$ cat config.mk
export PLATFORM = sky130hd
export DESIGN_NAME = tick_timer16
export DESIGN_NICKNAME = d
export VERILOG_FILES = /design/src/rtl/tick_timer16_pkg.sv /design/src/rtl/tick_timer16_prescale.sv /design/src/rtl/tick_timer16_core.sv /design/src/rtl/tick_timer16_regs.sv /design/src/rtl/tick_timer16.sv
export SDC_FILE = /design/constraint.sdc
export NUM_CORES = 1
export LEC_CHECK = 0
export BUFFER_PORTS_ARGS = -buffer_cell sky130_fd_sc_hd__buf_2
export CORE_MARGIN = 2
export CORE_UTILIZATION = 45
export DETAILED_ROUTE_END_ITERATION = 10
export PLACE_DENSITY = 0.73
export SYNTH_ARGS = -nofsm -noshare
export SYNTH_HDL_FRONTEND = slang
export SYNTH_SLANG_ARGS = --single-unit
$ cat constraint.sdc
create_clock -name clk -period 4.2 [get_ports clk]
set_clock_uncertainty 0.15 [all_clocks]
set_input_delay 0.42 -clock clk [delete_from_list [all_inputs] [get_ports clk]]
set_output_delay 0.42 -clock clk [all_outputs]
set_load 0.02 [all_outputs]
$ cat src/rtl/tick_timer16_pkg.sv
package tick_timer16_pkg;
  typedef enum logic [1:0] {
    MODE_HALT = 2'b00,
    MODE_FREE = 2'b01,
    MODE_MOD  = 2'b10,
    MODE_UPDN = 2'b11
  } tmr_mode_e;

  localparam int REG_AW = 3;
  localparam logic [REG_AW-1:0] A_CTRL   = 3'd0;
  localparam logic [REG_AW-1:0] A_CNT_LO = 3'd1;
  localparam logic [REG_AW-1:0] A_CNT_HI = 3'd2;
  localparam logic [REG_AW-1:0] A_TRM_LO = 3'd3;
  localparam logic [REG_AW-1:0] A_TRM_HI = 3'd4;
  localparam logic [REG_AW-1:0] A_IRQCFG = 3'd5;

  localparam int FLAG_BIT = 4;
endpackage

$ cat src/rtl/tick_timer16_prescale.sv
module tick_timer16_prescale #(
  parameter int PRE_W = 7,
  parameter logic [3:0][2:0] SHIFTS = {3'd7, 3'd5, 3'd3, 3'd0}
) (
  input  logic       clk,
  input  logic       rst,
  input  logic       tick_in,
  input  logic       run,
  input  logic [1:0] div_sel,
  input  logic       phase_clr,
  output logic       step
);
  logic [PRE_W-1:0] phase_q;
  logic [PRE_W-1:0] limit;
  logic             hit;

  // terminal phase of the selected ratio: 2^shift - 1
  always_comb begin
    limit = '0;
    for (int i = 0; i < PRE_W; i++) begin
      if (i < int'(SHIFTS[div_sel])) limit[i] = 1'b1;
    end
  end

  assign hit  = (phase_q >= limit);
  assign step = run && tick_in && hit;

  always_ff @(posedge clk) begin
    if (rst) begin
      phase_q <= '0;
    end else if (phase_clr) begin
      phase_q <= '0;
    end else if (run && tick_in) begin
      phase_q <= hit ? '0 : phase_q + 1'b1;
    end
  end
endmodule

$ cat src/rtl/tick_timer16_core.sv
module tick_timer16_core
  import tick_timer16_pkg::*;
#(
  parameter int CNT_W = 16
) (
  input  logic             clk,
  input  logic             rst,
  input  tmr_mode_e        mode,
  input  logic             step,
  input  logic             clr,
  input  logic [CNT_W-1:0] term,
  output logic [CNT_W-1:0] cnt,
  output logic             ovf_evt
);
  localparam logic [CNT_W-1:0] ONE  = CNT_W'(1);
  localparam logic [CNT_W-1:0] FULL = '1;

  logic             up_q, up_n;
  logic [CNT_W-1:0] cnt_n;
  logic             evt_n;

  always_comb begin
    cnt_n = cnt;
    up_n  = up_q;
    evt_n = 1'b0;
    if (clr) begin
      cnt_n = '0;
      up_n  = 1'b1;
    end else if (step) begin
      unique case (mode)
        MODE_FREE: begin
          cnt_n = cnt + ONE;
          evt_n = (cnt == FULL - ONE);
        end
        MODE_MOD: begin
          if (cnt >= term) begin
            cnt_n = '0;
          end else begin
            cnt_n = cnt + ONE;
            evt_n = (cnt + ONE == term);
          end
        end
        MODE_UPDN: begin
          if (up_q) begin
            if (cnt < term) begin
              cnt_n = cnt + ONE;
            end else if (cnt <= ONE) begin
              cnt_n = '0;
              evt_n = (cnt == ONE);
            end else begin
              cnt_n = cnt - ONE;
              up_n  = 1'b0;
            end
          end else begin
            if (cnt == '0) begin
              cnt_n = ONE;
              up_n  = 1'b1;
            end else begin
              cnt_n = cnt - ONE;
              if (cnt == ONE) begin
                evt_n = 1'b1;
                up_n  = 1'b1;
              end
            end
          end
        end
        default: cnt_n = cnt;
      endcase
    end
  end

  always_ff @(posedge clk) begin
    if (rst) begin
      cnt  <= '0;
      up_q <= 1'b1;
    end else begin
      cnt  <= cnt_n;
      up_q <= up_n;
    end
  end

  assign ovf_evt = evt_n;
endmodule

$ cat src/rtl/tick_timer16_regs.sv
module tick_timer16_regs
  import tick_timer16_pkg::*;
#(
  parameter int DATA_W = 8,
  parameter int CNT_W  = 2 * DATA_W
) (
  input  logic              clk,
  input  logic              rst,
  input  logic [REG_AW-1:0] addr,
  input  logic              wr,
  input  logic              rd,
  input  logic [DATA_W-1:0] wdata,
  input  logic [CNT_W-1:0]  cnt,
  input  logic              ovf_evt,
  output logic [DATA_W-1:0] rdata,
  output tmr_mode_e         mode,
  output logic [1:0]        div_sel,
  output logic [CNT_W-1:0]  term,
  output logic              cnt_clr,
  output logic              phase_clr,
  output logic              flag,
  output logic              irq_pend,
  output logic              irq_req
);
  logic              mask_q, en_q;
  logic [DATA_W-1:0] hold_q;
  logic              flag_n;
  logic [DATA_W-1:0] rd_mux;
  logic              wr_ctrl;

  assign wr_ctrl   = wr && (addr == A_CTRL);
  assign phase_clr = wr_ctrl;
  assign cnt_clr   = wr && (addr == A_CNT_LO);

  // sticky flag: a set event outranks the software clear
  always_comb begin
    flag_n = flag;
    if (wr_ctrl && !wdata[FLAG_BIT]) flag_n = 1'b0;
    if (ovf_evt) flag_n = 1'b1;
  end

  always_comb begin
    rd_mux = '0;
    unique case (addr)
      A_CTRL:   rd_mux = DATA_W'({flag, div_sel, mode});
      A_CNT_LO: rd_mux = cnt[DATA_W-1:0];
      A_CNT_HI: rd_mux = hold_q;
      A_TRM_LO: rd_mux = term[DATA_W-1:0];
      A_TRM_HI: rd_mux = term[CNT_W-1:DATA_W];
      A_IRQCFG: rd_mux = DATA_W'({en_q, mask_q});
      default:  rd_mux = '0;
    endcase
  end

  always_ff @(posedge clk) begin
    if (rst) begin
      mode     <= MODE_HALT;
      div_sel  <= '0;
      term     <= '0;
      mask_q   <= 1'b0;
      en_q     <= 1'b0;
      hold_q   <= '0;
      flag     <= 1'b0;
      rdata    <= '0;
      irq_pend <= 1'b0;
      irq_req  <= 1'b0;
    end else begin
      flag     <= flag_n;
      irq_pend <= flag && mask_q;
      irq_req  <= flag && mask_q && en_q;
      if (wr) begin
        unique case (addr)
          A_CTRL: begin
            mode    <= tmr_mode_e'(wdata[1:0]);
            div_sel <= wdata[3:2];
          end
          A_TRM_LO: term[DATA_W-1:0]     <= wdata;
          A_TRM_HI: term[CNT_W-1:DATA_W] <= wdata;
          A_IRQCFG: begin
            mask_q <= wdata[0];
            en_q   <= wdata[1];
          end
          default: ;
        endcase
      end
      if (rd) begin
        rdata <= rd_mux;
        if (addr == A_CNT_LO) hold_q <= cnt[CNT_W-1:DATA_W];
      end
    end
  end
endmodule

$ cat src/rtl/tick_timer16.sv
module tick_timer16
  import tick_timer16_pkg::*;
#(
  parameter int DATA_W = 8,
  parameter int PRE_W  = 7
) (
  input  logic              clk,
  input  logic              rst,
  input  logic              tick_in,
  input  logic [REG_AW-1:0] reg_addr,
  input  logic              reg_wr,
  input  logic              reg_rd,
  input  logic [DATA_W-1:0] reg_wdata,
  output logic [DATA_W-1:0] reg_rdata,
  output logic              irq_pend,
  output logic              irq_req
);
  localparam int CNT_W = 2 * DATA_W;

  tmr_mode_e        mode_w;
  logic [1:0]       div_w;
  logic [CNT_W-1:0] term_w;
  logic [CNT_W-1:0] cnt_w;
  logic             cnt_clr_w;
  logic             phase_clr_w;
  logic             step_w;
  logic             ovf_evt_w;
  logic             flag_w;

  tick_timer16_regs #(.DATA_W(DATA_W), .CNT_W(CNT_W)) u_regs (
    .clk(clk), .rst(rst), .addr(reg_addr), .wr(reg_wr), .rd(reg_rd),
    .wdata(reg_wdata), .cnt(cnt_w), .ovf_evt(ovf_evt_w), .rdata(reg_rdata),
    .mode(mode_w), .div_sel(div_w), .term(term_w), .cnt_clr(cnt_clr_w),
    .phase_clr(phase_clr_w), .flag(flag_w), .irq_pend(irq_pend),
    .irq_req(irq_req)
  );

  tick_timer16_prescale #(.PRE_W(PRE_W)) u_pre (
    .clk(clk), .rst(rst), .tick_in(tick_in), .run(mode_w != MODE_HALT),
    .div_sel(div_w), .phase_clr(phase_clr_w), .step(step_w)
  );

  tick_timer16_core #(.CNT_W(CNT_W)) u_core (
    .clk(clk), .rst(rst), .mode(mode_w), .step(step_w), .clr(cnt_clr_w),
    .term(term_w), .cnt(cnt_w), .ovf_evt(ovf_evt_w)
  );
endmodule

==> results.cfg <==
[setup_path]
worstPathRequired_ns = 4.29
crit_path_end_kind = register
cp_max_fo = 15
arrival_ns = 3.12
worstSetupStartpointType = register
path_class = reg2reg
reg2regPathDepth = 8

[yosys]
synth.largest_area_cell = dfxtp_1
synth_cell_types = 68
ys_seq_elements = 65
synth_commonest_cells = 65 x dfxtp_1, 64 x nand2_1, 57 x nor2_1
synth_edf_count = 0
synth_area_leaders = dfxtp_1 29%, ha_1 8.0%, a21oi_1 5.9%
synthArstFlopShare_pct = 0
syn_inst = 575
netlist_area_mm2 = 0.00454
yosysMostFrequentCell = dfxtp_1
synth_warnings = 0
synth_top_area_share_pct = 28.6
yosysSeqAreaShare_pct = 28.6
synthFlopType = dfxtp_1
synth_nets = 620
synth_area_per_cell_um2 = 7.90

[sta]
setup_tns_ns = 0
min_period_over_period_pct = 72.1
setup_viol = 0
rsz0062_at_grt = false
setup_slack_ns = 1.17
slew_violations = 0
worstMarginPinSlew_ns = 0.955
fmax_mhz = 330
finalHoldViolations = 0
fin_crit_ns = 3.03
timing.slew.headroom_pct = 36.2

[place]
dpl.hpwl_mm = 8.86
gp_congestion = 1.00
portBuffers = 25
post-place-ws_ns = 1.22

[power]
leakage_nw = 1.84
powerDensity_mw_per_mm2 = 279
ir_worst_vdd_mv = 0.151

[grt]
grt_pass1_vias = 3959
grt_max_degree = 44
grt_first_pass_wirelength_mm = 19.9
antenna_found_initial = 0
grtUsageTotal_pct = 22.8
grt_overflow = 0

[floorplanning]
core-area_mm2 = 0.00977
chipHeight_um = 104
dieWidth_um = 104
dieArea_mm2 = 0.0109
start_util_pct = 46.5
ioPinCount = 26
rows = 36

[cts]
htreeDepth = 3
clockRootBuffer = clkbuf_8
post_cts_buffers = 0
clockBufferDepth = 2
cts_buffers = 9
clkTransAtPathRegs_ns = 0.08
cts_resized = 0
ctsHoldBuffers = 0
clk_latency_ns = 0.36
tritoncts = yes
cts.sinks = 65

[routing]
routed_wl_mm = 12.2
ant_nets = 0
wl_per_cell_um = 17.1
drtIter0Drc = 316
drt_first_pass_iters = 4
via_per_inst = 6.04
vias = 4306
post-route-drc-count = 0

[cells_and_area]
nNetsFinal = 620
synthToLayoutAreaGrowth_pct = 7.49
drive_above_1_share_pct = 13.3
num_antenna_cells = 0

[worst_hold_path]
hold_path_depth = 3
hold_path.class = in2reg

[job]
cap_viol_max_count = 0

[run_status]
status = finished clean
[critical path, stage by stage, from the launching register on]
cell	delay, ns
dfxtp_1	0.68
ha_1	0.35
a21o_1	0.16
o21ai_1	0.23
nand4_4	0.21
o21ai_2	0.56
inv_2	0.15
a221oi_1	0.32
nor3_1	0.09
[where the power goes]
part	internal (W)	switching, W	leakage [nW]
Clock	0.000284	0.000291	0.0988
Sequential	0.000625	0.0000106	0.526
Combinational	0.0000524	0.0000991	1.21
Total	0.000961	0.000400	1.84
[routing by layer]
layer | vias to the layer above | global-route usage [%] | part of all wire [%]
met5 | - | 0 | 0
met4 | 0 | 10.2 | 2.9
met3 | 28 | 4.70 | 7.6
met2 | 197 | 35.1 | 44
met1 | 2034 | 30.6 | 45
li1 | 2047 | - | -
[area by class of cell]
type	count	area, µm²
Multi-Input combinational cell	443	2960
Fill cell	959	4890
Inverter	29	109
Sequential cell	65	1300
Tap cell	133	166
Clock inverter	7	82.6
Timing Repair Buffer	27	140
Clock buffer	9	124
[path summary, 6_finish.rpt]
path                                       from              end  slack, ns
worst min register to register  u_regs.rdata[3]  u_regs.rdata[3]       0.33
worst max register to register    u_core.cnt[3]    u_core.cnt[2]       1.17
worst max-delay path              u_core.cnt[3]    u_core.cnt[2]       1.17
worst min-delay path               reg_wdata[6]   u_regs.term[6]       0.16
[sequential cells by signal, summed over array words and instances (netlist names), 2 cells and up]
signal and cells:
u_regs.div_sel 2, u_pre.phase_q 7, u_regs.mode 2, u_regs.rdata 8, u_core.cnt 16, u_regs.hold_q 8
u_regs.term 16
[metrics by stage]
step           total power, W  std cells  hold WS [ns]  area, µm²  utilization (%)
2_1_floorplan        0.000757        575         0.300       4540                -
3_3_place_gp         0.000797        697         0.319       4680             47.9
3_5_place_dp         0.000799        697         0.321       4680             47.9
4_1_cts               0.00137        713         0.150       4880             50.0
5_1_grt               0.00142        713         0.160       4880             50.0
6_report              0.00136        713         0.161       4880             50.0
[cells by family (layout without fill, tap and decap cells)]
group | Yosys count | in the layout | share of synthesized area (%)
AOI/OAI and AO/OA | 137 | 137 | 18.6
and+or+nand+nor | 222 | 222 | 26.2
adders and majority gates | 29 | 29 | 7.98
buffers and inverters | 67 | 72 | 6.19
DFF | 65 | 65 | 28.6
muxes | 22 | 22 | 6.03
xor gates and xnor gates | 33 | 33 | 6.36
[layout by cell type (no fill, tap or decap), types with 4 or more instances in the layout]
master / n
nor4_1: 6
nor3_1: 19
mux2i_1: 15
xor2_1: 16
xnor2_1: 17
nand3_1: 17
o21ai_1: 4
buf_2: 25
mux4_2: 4
a22oi_1: 5
and2_1: 4
inv_1: 27
nand4_1: 7
a211oi_1: 5
a21oi_1: 54
and4_1: 5
and3_1: 4
a31oi_1: 11
o21ai_0: 22
clkbuf_8: 9
dfxtp_1: 65
or3_1: 4
nand2_1: 64
a221oi_1: 5
nor2_1: 57
ha_1: 29
o22ai_1: 5
Power figures use the tool's default switching activity.
